===== src/rtl/sfsr_pkg.sv =====
// Shared constants and types for the flash status/configuration register unit.
// Assumes 8-bit command and data bytes delivered by an SPI front end.
package sfsr_pkg;
    localparam int BYTE_W = 8;
    localparam int SR_W   = 2 * BYTE_W;

    localparam logic [BYTE_W-1:0] OP_WR_SR    = 8'h01;
    localparam logic [BYTE_W-1:0] OP_WR_SR_LO = 8'h31;
    localparam logic [BYTE_W-1:0] OP_WR_CFG   = 8'h11;
    localparam logic [BYTE_W-1:0] OP_RD_SR_LO = 8'h05;
    localparam logic [BYTE_W-1:0] OP_RD_SR_HI = 8'h35;
    localparam logic [BYTE_W-1:0] OP_RD_CFG   = 8'h15;
    localparam logic [BYTE_W-1:0] OP_WEN_SET  = 8'h06;
    localparam logic [BYTE_W-1:0] OP_WEN_CLR  = 8'h04;
    localparam logic [BYTE_W-1:0] OP_VOL_WEN  = 8'h50;

    // Bit positions the array controller and neighbours depend on
    localparam int BIT_BUSY = 0;
    localparam int BIT_WEN  = 1;
    localparam int BIT_FAIL = 10;
    localparam int BIT_SUSP = 15;

    localparam logic [SR_W-1:0]   SR_WMASK  = 16'h7BFC;
    localparam logic [SR_W-1:0]   SR_LO_SEL = {{BYTE_W{1'b0}}, {BYTE_W{1'b1}}};
    localparam logic [BYTE_W-1:0] CFG_WMASK = 8'hFF;

    typedef enum logic [1:0] {
        RSEL_NONE, RSEL_SR_LO, RSEL_SR_HI, RSEL_CFG
    } rsel_t;

    typedef enum logic [1:0] {
        WT_NONE, WT_SR_BOTH, WT_SR_LO, WT_CFG
    } wtgt_t;

    typedef struct packed {
        logic            commit;
        wtgt_t           tgt;
        logic [SR_W-1:0] data;
    } wr_req_t;
endpackage


===== src/rtl/sfsr_cmd_dec.sv =====
// Command tracker: latches the opcode for the current chip-select period,
// counts data bytes and raises a single-cycle write request on the final
// byte of a write command. Assumes op and byte strobes never coincide.
module sfsr_cmd_dec
    import sfsr_pkg::*;
#(
    parameter bit ONE_BYTE_WRSR = 1'b0
) (
    input  logic              clk,
    input  logic              rst_n,
    input  logic              sel_i,
    input  logic              op_valid_i,
    input  logic [BYTE_W-1:0] op_code_i,
    input  logic              wr_valid_i,
    input  logic [BYTE_W-1:0] wr_byte_i,
    output wr_req_t           wr_req_o,
    output logic              wen_set_o,
    output logic              wen_clr_o,
    output logic              vol_set_o,
    output logic              vol_cancel_o,
    output rsel_t             rsel_o
);
    localparam int CNT_W = 2;
    localparam logic [CNT_W-1:0] CNT_MAX = '1;

    logic [BYTE_W-1:0] cur_op_q;
    logic              in_cmd_q;
    logic [CNT_W-1:0]  cnt_q;
    logic              op_hit;
    logic              byte_hit;

    assign op_hit   = sel_i && op_valid_i;
    assign byte_hit = sel_i && in_cmd_q && wr_valid_i;

    // Track the active opcode, byte count and read selection per chip select
    always_ff @(posedge clk) begin
        if (!rst_n || !sel_i) begin
            cur_op_q <= '0;
            in_cmd_q <= 1'b0;
            cnt_q    <= '0;
            rsel_o   <= RSEL_NONE;
        end else if (op_valid_i) begin
            cur_op_q <= op_code_i;
            in_cmd_q <= 1'b1;
            cnt_q    <= '0;
            unique case (op_code_i)
                OP_RD_SR_LO: rsel_o <= RSEL_SR_LO;
                OP_RD_SR_HI: rsel_o <= RSEL_SR_HI;
                OP_RD_CFG:   rsel_o <= RSEL_CFG;
                default:     rsel_o <= RSEL_NONE;
            endcase
        end else if (byte_hit && cnt_q != CNT_MAX) begin
            cnt_q <= cnt_q + 1'b1;
        end
    end

    // Single-cycle commands acting at the opcode strobe
    always_comb begin
        wen_set_o    = op_hit && op_code_i == OP_WEN_SET;
        wen_clr_o    = op_hit && op_code_i == OP_WEN_CLR;
        vol_set_o    = op_hit && op_code_i == OP_VOL_WEN;
        vol_cancel_o = op_hit && op_code_i != OP_VOL_WEN &&
                       op_code_i != OP_WR_SR && op_code_i != OP_WR_SR_LO;
    end

    logic            sr_commit;
    wtgt_t           sr_tgt;
    logic [SR_W-1:0] sr_data;

    generate
        if (ONE_BYTE_WRSR) begin : g_wrsr_one
            // One-byte 01h variant: commits the low register on byte 0
            always_comb begin
                sr_commit = byte_hit && cnt_q == '0;
                sr_tgt    = WT_SR_LO;
                sr_data   = {{BYTE_W{1'b0}}, wr_byte_i};
            end
        end else begin : g_wrsr_two
            logic [BYTE_W-1:0] lo_hold_q;
            // Hold the low byte until the high byte arrives
            always_ff @(posedge clk) begin
                if (!rst_n) lo_hold_q <= '0;
                else if (byte_hit && cnt_q == '0) lo_hold_q <= wr_byte_i;
            end
            // Two-byte 01h variant: commits both registers on byte 1
            always_comb begin
                sr_commit = byte_hit && cnt_q == CNT_W'(1);
                sr_tgt    = WT_SR_BOTH;
                sr_data   = {wr_byte_i, lo_hold_q};
            end
        end
    endgenerate

    // Build the write request for the final byte of a write command
    always_comb begin
        wr_req_o = '{commit: 1'b0, tgt: WT_NONE, data: '0};
        unique case (cur_op_q)
            OP_WR_SR: begin
                wr_req_o = '{commit: sr_commit, tgt: sr_tgt, data: sr_data};
            end
            OP_WR_SR_LO: begin
                wr_req_o = '{commit: byte_hit && cnt_q == '0, tgt: WT_SR_LO,
                             data: {{BYTE_W{1'b0}}, wr_byte_i}};
            end
            OP_WR_CFG: begin
                wr_req_o = '{commit: byte_hit && cnt_q == '0, tgt: WT_CFG,
                             data: {{BYTE_W{1'b0}}, wr_byte_i}};
            end
            default: ;
        endcase
    end
endmodule


===== src/rtl/sfsr_regs.sv =====
// Register storage: writable status bits, configuration register,
// write-enable latch and one-shot volatile-write permission. Applies the
// writable mask and the busy lockout. Live status bits come from inputs.
module sfsr_regs
    import sfsr_pkg::*;
(
    input  logic              clk,
    input  logic              rst_n,
    input  logic              busy_i,
    input  logic              fail_i,
    input  logic              susp_i,
    input  wr_req_t           wr_req_i,
    input  logic              wen_set_i,
    input  logic              wen_clr_i,
    input  logic              vol_set_i,
    input  logic              vol_cancel_i,
    output logic [SR_W-1:0]   stat_o,
    output logic [BYTE_W-1:0] cfg_o
);
    logic [SR_W-1:0]   sr_q;
    logic [BYTE_W-1:0] cfg_q;
    logic              wen_q;
    logic              vol_q;

    logic            is_sr;
    logic            vol_path;
    logic            accept;
    logic [SR_W-1:0] sr_mask;

    // Decide whether the pending write is allowed and which bits it may touch
    always_comb begin
        is_sr    = wr_req_i.tgt == WT_SR_BOTH || wr_req_i.tgt == WT_SR_LO;
        vol_path = is_sr && vol_q;
        accept   = wr_req_i.commit && !busy_i && (vol_path || wen_q);
        sr_mask  = (wr_req_i.tgt == WT_SR_LO) ? (SR_WMASK & SR_LO_SEL) : SR_WMASK;
    end

    // Update stored status and configuration bits on an accepted write
    always_ff @(posedge clk) begin
        if (!rst_n) begin
            sr_q  <= '0;
            cfg_q <= '0;
        end else if (accept) begin
            if (is_sr) sr_q <= (sr_q & ~sr_mask) | (wr_req_i.data & sr_mask);
            else       cfg_q <= (cfg_q & ~CFG_WMASK) | (wr_req_i.data[BYTE_W-1:0] & CFG_WMASK);
        end
    end

    // Write-enable latch: set/clear commands, auto-clear after a stored write
    always_ff @(posedge clk) begin
        if (!rst_n)                   wen_q <= 1'b0;
        else if (!busy_i && wen_set_i) wen_q <= 1'b1;
        else if (!busy_i && wen_clr_i) wen_q <= 1'b0;
        else if (accept && !vol_path)  wen_q <= 1'b0;
    end

    // One-shot volatile permission, spent by the next status write attempt
    always_ff @(posedge clk) begin
        if (!rst_n)                              vol_q <= 1'b0;
        else if (!busy_i && vol_set_i)           vol_q <= 1'b1;
        else if (vol_cancel_i)                   vol_q <= 1'b0;
        else if (wr_req_i.commit && is_sr)       vol_q <= 1'b0;
    end

    // Compose the status word from stored and live bits
    always_comb begin
        stat_o           = sr_q & SR_WMASK;
        stat_o[BIT_BUSY] = busy_i;
        stat_o[BIT_WEN]  = wen_q;
        stat_o[BIT_FAIL] = fail_i;
        stat_o[BIT_SUSP] = susp_i;
        cfg_o            = cfg_q;
    end
endmodule


===== src/rtl/sfsr_unit.sv =====
// Top of the flash status/configuration register unit. Connects the command
// tracker to the register storage and drives the read-data byte.
// Assumes the SPI front end delivers decoded opcode and byte strobes.
module sfsr_unit
    import sfsr_pkg::*;
#(
    parameter bit ONE_BYTE_WRSR = 1'b0
) (
    input  logic              clk,
    input  logic              rst_n,
    input  logic              sel_i,
    input  logic              op_valid_i,
    input  logic [BYTE_W-1:0] op_code_i,
    input  logic              wr_valid_i,
    input  logic [BYTE_W-1:0] wr_byte_i,
    input  logic              busy_i,
    input  logic              fail_i,
    input  logic              susp_i,
    output logic [BYTE_W-1:0] rd_data_o,
    output logic [SR_W-1:0]   stat_o,
    output logic [BYTE_W-1:0] cfg_o
);
    wr_req_t wr_req;
    logic    wen_set, wen_clr, vol_set, vol_cancel;
    rsel_t   rsel;

    sfsr_cmd_dec #(.ONE_BYTE_WRSR(ONE_BYTE_WRSR)) u_dec (
        .clk          (clk),
        .rst_n        (rst_n),
        .sel_i        (sel_i),
        .op_valid_i   (op_valid_i),
        .op_code_i    (op_code_i),
        .wr_valid_i   (wr_valid_i),
        .wr_byte_i    (wr_byte_i),
        .wr_req_o     (wr_req),
        .wen_set_o    (wen_set),
        .wen_clr_o    (wen_clr),
        .vol_set_o    (vol_set),
        .vol_cancel_o (vol_cancel),
        .rsel_o       (rsel)
    );

    sfsr_regs u_regs (
        .clk          (clk),
        .rst_n        (rst_n),
        .busy_i       (busy_i),
        .fail_i       (fail_i),
        .susp_i       (susp_i),
        .wr_req_i     (wr_req),
        .wen_set_i    (wen_set),
        .wen_clr_i    (wen_clr),
        .vol_set_i    (vol_set),
        .vol_cancel_i (vol_cancel),
        .stat_o       (stat_o),
        .cfg_o        (cfg_o)
    );

    // Present the selected register while a read stays selected
    always_comb begin
        unique case (rsel)
            RSEL_SR_LO: rd_data_o = stat_o[BYTE_W-1:0];
            RSEL_SR_HI: rd_data_o = stat_o[SR_W-1:BYTE_W];
            RSEL_CFG:   rd_data_o = cfg_o;
            default:    rd_data_o = '0;
        endcase
    end
endmodule


===== config.mk =====
export PLATFORM = sky130hd
export DESIGN_NAME = sfsr_unit
export DESIGN_NICKNAME = d
export VERILOG_FILES = /design/src/rtl/sfsr_pkg.sv /design/src/rtl/sfsr_cmd_dec.sv /design/src/rtl/sfsr_regs.sv /design/src/rtl/sfsr_unit.sv
export SDC_FILE = /design/constraint.sdc
export NUM_CORES = 1
export LEC_CHECK = 0
export CAP_MARGIN = 20
export CORE_ASPECT_RATIO = 0.5
export CORE_MARGIN = 4
export CORE_UTILIZATION = 50
export CTS_BUF_LIST = sky130_fd_sc_hd__clkbuf_4
export DETAILED_ROUTE_END_ITERATION = 16
export DONT_BUFFER_PORTS = 1
export GPL_TIMING_DRIVEN = 0
export PLACE_DENSITY = 0.71
export SLEW_MARGIN = 20
export SYNTH_ARGS = -nofsm -noshare
export SYNTH_HDL_FRONTEND = slang
export SYNTH_SLANG_ARGS = --single-unit

===== constraint.sdc =====
create_clock -name clk -period 2.5 [get_ports clk]
set_input_delay 0.125 -clock clk [delete_from_list [all_inputs] [get_ports clk]]
set_output_delay 0.125 -clock clk [all_outputs]
set_load 0.005 [all_outputs]

=== Word level (Yosys, flattened, before mapping) ===
Index checks and enable logic that the tools add are counted.

* Flip-flop bits (word level): 47
* Input port bits: 24
* Output and inout bits: 32

* Add/subtract/negate cells: 1
* Equal/unequal tests: 19
* Multiplexer cells: 10
* Bitwise gates (word level): 5
* Reduce and logical (&&, ||, !) cells: 33

{| class="wikitable"
|+ Operator list
! cell !! count
|-
| 19-bit case mux with 3 select lines || 1
|-
| 16-bit bitwise AND || 2
|-
| 8-bit by 3-bit equality test with 1-bit output (second input constant) || 3
|-
| 8-bit case mux with 3 select lines || 1
|-
| 1-bit logical AND || 20
|-
| 8-bit by 5-bit equality test with 1-bit output (second input constant) || 2
|-
| 8-bit by 6-bit equality test with 1-bit output (second input constant) || 2
|-
| 16-bit inverter || 1
|-
| 16-bit OR || 1
|-
| 15-bit 2-to-1 mux || 1
|-
| 8-bit by 1-bit equality test with 1-bit output (second input constant) || 1
|-
| 8-bit by 7-bit equality test with 1-bit output (second input constant) || 1
|-
| 8-bit by 1-bit inequality test with 1-bit output (second input constant) || 1
|-
| 8-bit by 6-bit inequality test with 1-bit output (second input constant) || 1
|-
| 8-bit by 7-bit inequality test with 1-bit output (second input constant) || 1
|-
| 2-bit by 1-bit equality test with 1-bit output (second input constant) || 3
|-
| 2-bit equality test (second input constant) || 3
|-
| 1-bit 2-to-1 mux || 6
|-
| 2-bit case mux with 3 select lines || 1
|-
| 3-bit nonzero test || 2
|-
| 1-bit zero test || 4
|-
| 2-bit AND reduction || 2
|-
| 1-bit logical OR || 3
|-
| 2-bit by 1-bit adder with 2-bit output (second input constant) || 1
|-
| 4 further kinds || 4
|}

=== Longest topological paths before layout ===
Gate-level depths: netlist of the first run.

* Depth after elaboration: 13
* Mapped depth: 9

=== Hierarchy ===
A second synthesis of the first run with hierarchy kept.

* Cell total of the unflattened synthesis: 265
* Area total of the unflattened synthesis: 2,301.0 µm²

{| class="wikitable"
|+ Modules (own cells, without submodules)
! module !! instances !! cells an instance !! area an instance (µm²) !! sequential area each (µm²)
|-
| sfsr_cmd_dec || 1 || 136 || 1,137.3 || 420.4
|-
| sfsr_regs || 1 || 109 || 972.2 || 440.4
|-
| sfsr_unit || 1 || 20 || 191.4 || 0.0
|}

=== Worst setup path before layout of the first run ===
No wires, ideal clock.

* Kind: reg-to-reg
* Start: register u_dec.cur_op_q[1]
* End: register with a tool-made name
* Library setup time: 59 ps
* Data arrival time: 2,488 ps
* Required time: 2,441 ps
* Slack: -46 ps
* Stages on the path, launching flop included: 9
* Period minus slack after synthesis: 2,546 ps
* Cell sequence: dfxtp_1 -> or4b_4 -> or3_2 -> ha_1 -> o21bai_1 -> nor4_1 -> and2_0 -> clkbuf_1 -> a22o_1

{| class="wikitable"
|+ RTL lines
! item !! line !! RTL
|-
| start: declaration || sfsr_cmd_dec.sv:26 || <nowiki>logic [BYTE_W-1:0] cur_op_q;</nowiki>
|-
| start signal: assignment || sfsr_cmd_dec.sv:43 || <nowiki>cur_op_q <= op_code_i;</nowiki>
|}

==> results of run 1 <==
[kinds of logic (layout without fill, tap and decap cells)]
family / Yosys count / count (layout) / share of synthesized area
compound gates: 43 / 43 / 0.151
xor+xnor: 2 / 2 / 0.00825
fa+ha+maj: 4 / 4 / 0.0236
buf+inv: 20 / 47 / 0.0453
flops: 43 / 43 / 0.405
mux: 30 / 30 / 0.146
simple gates: 92 / 92 / 0.220
[stage by stage]
stage,power [mW],cells,hold slack (ns),util,instance area [um2]
detailed placement,0.778,288,0.261,0.548,2190
CTS,1.15,314,0.0105,0.614,2460
finish,1.14,315,0.0356,0.620,2480
global placement,0.778,288,0.258,0.548,2190
global route,1.20,315,0.0328,0.620,2480
floorplan,0.765,234,0.258,-,2130
[cell usage after synthesis (2+ instances only)]
library cell / count
nor2_1: 18
mux2i_1: 22
o21ai_0: 3
dfxtp_1: 43
nand2_1: 41
nor2_2: 2
nor4b_1: 3
nand3_1: 4
ha_1: 4
a22oi_1: 2
mux2_2: 8
buf_4: 4
nor3_1: 3
nor4bb_1: 2
a22o_1: 19
inv_1: 5
nor2b_1: 2
or4b_1: 2
and3b_1: 2
clkbuf_1: 8
xnor2_1: 2
a21oi_1: 11
nand4b_1: 2
[critical path: cells and delay by family, from the launching register on]
family	cells	cell delay, ns
and+or+nand+nor	4	1.41
DFF	1	0.34
AOI/OAI and AO/OA	2	0.33
adders and majority gates	1	0.23
buffers and inverters	1	0.13
[cell type report]
cell class	count	area, um2	share of cell area
flip-flops and latches	43	862	0.347
clock buffers	5	37.5	0.0151
clock inverters	3	25.0	0.0101
inverters	5	18.8	0.00756
well taps	54	67.6	0.0272
plain buffers	15	85.1	0.0343
repair buffers	19	188	0.0756
multi-input cells	171	1200	0.483
[cells in the final DEF (no fill, tap or decap), types with 3 or more instances in the layout]
master / netlist / final
dfxtp_1: 43 / 42
mux2_2: 8 / 8
o21ai_0: 3 / 3
nor4b_1: 3 / 3
nand3_1: 4 / 4
a22o_1: 19 / 19
mux2i_1: 22 / 22
buf_4: 4 / 5
a21oi_1: 11 / 11
inv_1: 5 / 5
clkbuf_1: 8 / 7
clkbuf_4: 0 / 5
nor2_1: 18 / 17
nor2_2: 2 / 3
nor3_1: 3 / 3
nand2_1: 41 / 41
ha_1: 4 / 3
dlygate4sd3_1: 0 / 18
[worst max path at each step]
stage               cells after the start  slack, ns         to         startpoint
floorplan                               8       0.02  flip-flop  u_dec.cur_op_q[1]
global placement                        8      -0.17  flip-flop  u_dec.cur_op_q[1]
detailed placement                      8      -0.19  flip-flop  u_dec.cur_op_q[1]
CTS                                     8      0.003  flip-flop  u_dec.cur_op_q[3]
global route                            8      -0.03  flip-flop  u_dec.cur_op_q[1]
finish                                  8      0.008  flip-flop  u_dec.cur_op_q[1]
[per-layer routing]
metal,vias to the layer above,GRT usage
met1,872,0.257
met2,63,0.357
li1,893,-
met5,-,0
met4,0,0.0403
met3,4,0.0660
[power groups by stage]
stage / sequential [mW] / clock (mW) / combinational (mW)
4_1_cts: 0.697 / 0.364 / 0.0933
3_3_place_gp: 0.711 / 0 / 0.0665
2_1_floorplan: 0.710 / 0 / 0.0550
3_5_place_dp: 0.712 / 0 / 0.0669
6_report: 0.697 / 0.351 / 0.0956
5_1_grt: 0.698 / 0.397 / 0.103
[repair_timing]
action,in CTS,in global routing
buffers inserted,0,1
pin swaps,1,5
setup endpoints to repair,14,12
hold buffers,18,0
endpoints found under the hold margin,27,0
resized for setup,4,6
==> metrics.txt, run 1 <==
status=finished clean; Syn Area/Cell=~9.1 um2; crit path DAT=between 2 and 3 ns; Yosys top cell by area=dfxtp_1; Least-Margin Pin Slew=0.755 ns; RSZ-0062 raised after global routing=yes; first-pass GRT wire length=~8700 um; vias in the first global route=approximately 1,800; Seq pwr share=0.609; Yosys cell types=between 40 and 50; Synthesis Warnings=0; drt pass-1 iters=6; largest cells by area after synthesis=dfxtp_1, mux2i_1, a22o_1, nand2_1, mux2_2; WS Path Type=reg2reg; Final nets=~290; top layer in use=met4; Endpoint, Worst Hold=u_regs.vol_q; switching share of power=0.253; CTS tree=built; synthesized net count=roughly 260; n_diodes=0; Fin Setup TNS=0 ns; Total GRT Usage=0.206; Seq/Total Area, Yosys=0.405; Critical R2R Launch=u_dec.cur_op_q[1]; H-tree levels=2; FILL cells=about 350; Num CTS Buffers=5; Core Area=4000 um2; Psw=between 200 and 300 uW; starting density of the core=0.531; share of layout cells above drive strength 1=0.134; Synth Flop Type=dfxtp_1; Overflow after GRT=0; number of remaining DRC errors=0; LEAKAGE=0.899 nW; Setup Viol. Count Final=0; Rows=16; Final min period=~2.5 ns; Post-Route WL=between 5000 and 6000 um; WHS Path Cells=3; startpoint types=flip-flop; Critical Path Fanout Max=6; Fmax=around 400 MHz; WL/cell=around 17 um; Root Driver=clkbuf_4; Detailed Route Iter0 Violations=slightly below 90; Post-Synthesis Cells=234; die width=100 um; Seq cells post-synth=43; clk buf depth=2; via count=approximately 1,800; Crit path largest cell delay=slightly below 0.6 ns; min-delay src=op_code_i[2]; Power Internal=around 850 uW; CP Capture Type=flip-flop; met2 WL=approximately 2500 um; mapped cell area=about 2100 um2; fin worst setup slack=around 0.008 ns; Logic pwr share=0.084; area grow syn2layout=16.8%; initial antenna violation count=0; Req. time, crit path=2.79 ns; power density cells=roughly 460 nW/um2; largest net degree at the start of global routing=16; max_cap viols=0; min-delay worst type=in2reg; CTS clk-pin slew, worst paths=0.13 ns; Layout Skew=around 0.021 ns; worst reg-to-reg path cell count=8; Final Max Slew Viols=0; Crit-path slowest cell=or4b_4; antenna-violating nets left=0; DP Worst Slack=-0.190 ns; CTS sink count=between 40 and 50; final hold violations=0; post-synth top area share=0.405; EDFF count, synth=0; Clk pwr share=0.307; Post-synth ARST share=0; Die Y=about 54 um; Final GP Congestion=0.780; I/O pin count=56; critical path cell sequence=or4b_4 -> or3_4 -> ha_4 -> o21bai_4 -> nor4_1 -> and2_1 -> buf_6 -> a22o_1; PortBufs=0; Slew HR=0.493; maximum vdd ir drop=203 uV; Final period util=0.997; Worst-Skew Late Latency=0.36 ns; DP HPWL=approximately 4000 um; wl on met1=about 2500 um; vias per inst=5.82; reg2reg setup slack=just over 0.008 ns; DIE AREA=around 5400 um2; met3 wire length=roughly 460 um
No activity file was read; power rests on OpenSTA's default activity.
==> run 2: changes to the inputs <==
- CORE_UTILIZATION: 50 -> 25
- PLACE_DENSITY: 0.71 -> 0.43
==> run 2 against run 1 <==
  * Register-to-register slack gained 0.04 ns
  * Non-clock buffer count is the same
  * Hold slack gained 0.00078 ns
  * Global-route usage shrank 8.5 points
  * Cell area grew 3.1%
  * Via count shrank 3.4%
  * Critical path depth is the same
  * Routed wire length grew 14%
  * Largest cell class unchanged
  * Clock power grew 4%
==> metrics.txt, run 2 (same netlist as run 1, synthesis figures left out) <==
Critical R2R Launch=u_dec.cur_op_q[2]; Final nets=around 290; largest net degree at the start of global routing=16; max_cap viols=0; Worst-Skew Late Latency=0.36 ns; Overflow after GRT=0; power density cells=452 nW/um2; vias in the first global route=about 1,800; placed cells=~350; Least-Margin Pin Slew=between 0.6 and 0.7 ns; Fmax=around 410 MHz; CP Capture Type=flip-flop; Final min period=about 2.4 ns; Final period util=0.979; most frequent cells in the layout=dfxtp_1, nand2_1, mux2i_1; RSZ-0062 raised after global routing=yes; share of layout cells above drive strength 1=0.134; Total GRT Usage=0.121; min-delay worst type=in2reg; I/O pin count=between 50 and 60; commonest non-fill, non-tap cell in the layout=dfxtp_1; H-tree levels=2; Final GP Congestion=0.780; Req. time, crit path=2.83 ns; vias per inst=4.75; starting density of the core=0.261; Setup Viol. Count Final=0; LEAKAGE=around 0.9 nW; n_diodes=0; CTS clk-pin slew, worst paths=between 0.15 and 0.2 ns; DP Worst Slack=-0.225 ns; Die Y=approximately 73 um; Post-Route WL=6190 um; first-pass GRT wire length=9760 um; number of remaining DRC errors=0; Detailed Route Iter0 Violations=66; Critical Path Fanout Max=6; WL/cell=16.6 um; Rows=23; Non-Filler Instances=approximately 370; Worst Setup SP=u_dec.cur_op_q[2]; DP HPWL=about 4600 um; drt pass-1 iters=4; area grow syn2layout=20.4%; via count=between 1,500 and 2,000; WS Path Type=reg2reg; status=finished clean; crit path DAT=approximately 2.8 ns; Pwr Total=~1.2 mW; Core Area=around 8100 um2; critical path cell sequence=or4b_4 -> or3_4 -> ha_4 -> o21bai_4 -> nor4_2 -> and2_1 -> clkbuf_8 -> a22o_1; clk buf depth=2; startpoint types=flip-flop; hold_ws=0.0364 ns; fin worst setup slack=between 0.05 and 0.06 ns; Num CTS Buffers=5; maximum vdd ir drop=between 150 and 200 uV; die width=138 um; CTS sink count=43; Root Driver=clkbuf_4; Crit path largest cell delay=0.56 ns; DIE AREA=10,100 um2; initial antenna violation count=0; antenna-violating nets left=0; min-delay src=op_code_i[7]; Slew HR=0.534; Final Max Slew Viols=0; final hold violations=0; CTS tree=built; PortBufs=0; Layout Skew=around 0.024 ns; Crit-path slowest cell=or4b_4
==> run 2: changes by cell type in the layout (fill, tap and decap cells not counted) <==
cell,delta
buf_6,-1
clkbuf_8,+1
clkinv_4,-2
clkinvlp_4,+1
inv_6,+1
nor2_1,+1
nor2_2,-1
nor4_1,-1
nor4_2,+1
==> run 2: final timing paths <==
check | endpoint | slack [ns] | cells past startpoint
worst max-delay path | flip-flop | 0.05 | 8
worst min-delay path | u_dec.rsel_o[0] | 0.04 | 3
worst max register to register | flip-flop | 0.05 | 8
worst min register to register | u_dec.g_wrsr_two.lo_hold_q[4] | 0.47 | 2
==> run 2: report_power, final <==
part	total [mW]	internal (mW)	switching (mW)
sequential	0.697	0.693	0.00411
clock	0.364	0.113	0.251
combinational	0.0964	0.0489	0.0475
total	1.16	0.854	0.303
==> run 2: critical path, delay by kind of cell (launching register included) <==
| family | cells | cell delay [ns] |
|---|---|---|
| DFF | 1 | 0.34 |
| AOI/OAI and AO/OA | 2 | 0.32 |
| and+or+nand+nor | 4 | 1.35 |
| adders and majority gates | 1 | 0.26 |
| buffers and inverters | 1 | 0.15 |
==> run 2: per-layer routing <==
layer,vias up,track usage,wire (um)
met2,32,0.211,2900
li1,888,-,-
met4,0,0.0230,31
met1,848,0.150,2900
met3,2,0.0419,360
met5,-,0,0
==> run 2: timing repair <==
action	4_1_cts	5_1_grt
gates resized for setup	5	4
buffers inserted	0	1
hold endpoints to repair	27	0
hold buffers	18	0
endpoints found under the setup margin	20	13
pin swaps	0	6
==> run 2: final cells by class <==
cell class                 instances  area, um2
timing repair buffer              19        188
clock buffer                       5       37.5
fill                             847       5590
multi-input combinational        171       1200
clock inverter                     3       23.8
tap                              112        140
sequential                        43        862
inverter                           5       18.8
buffer                            15       87.6
==> run 2: through the flow <==
stage                     TNS [ns]  instance area [um2]  utilization
after global placement       -1.88                 2270        0.278
after global routing        -0.297                 2560        0.314
after floorplan                  0                 2130            -
final                            0                 2560        0.314
after detailed placement     -2.05                 2270        0.278
after CTS                        0                 2540        0.311
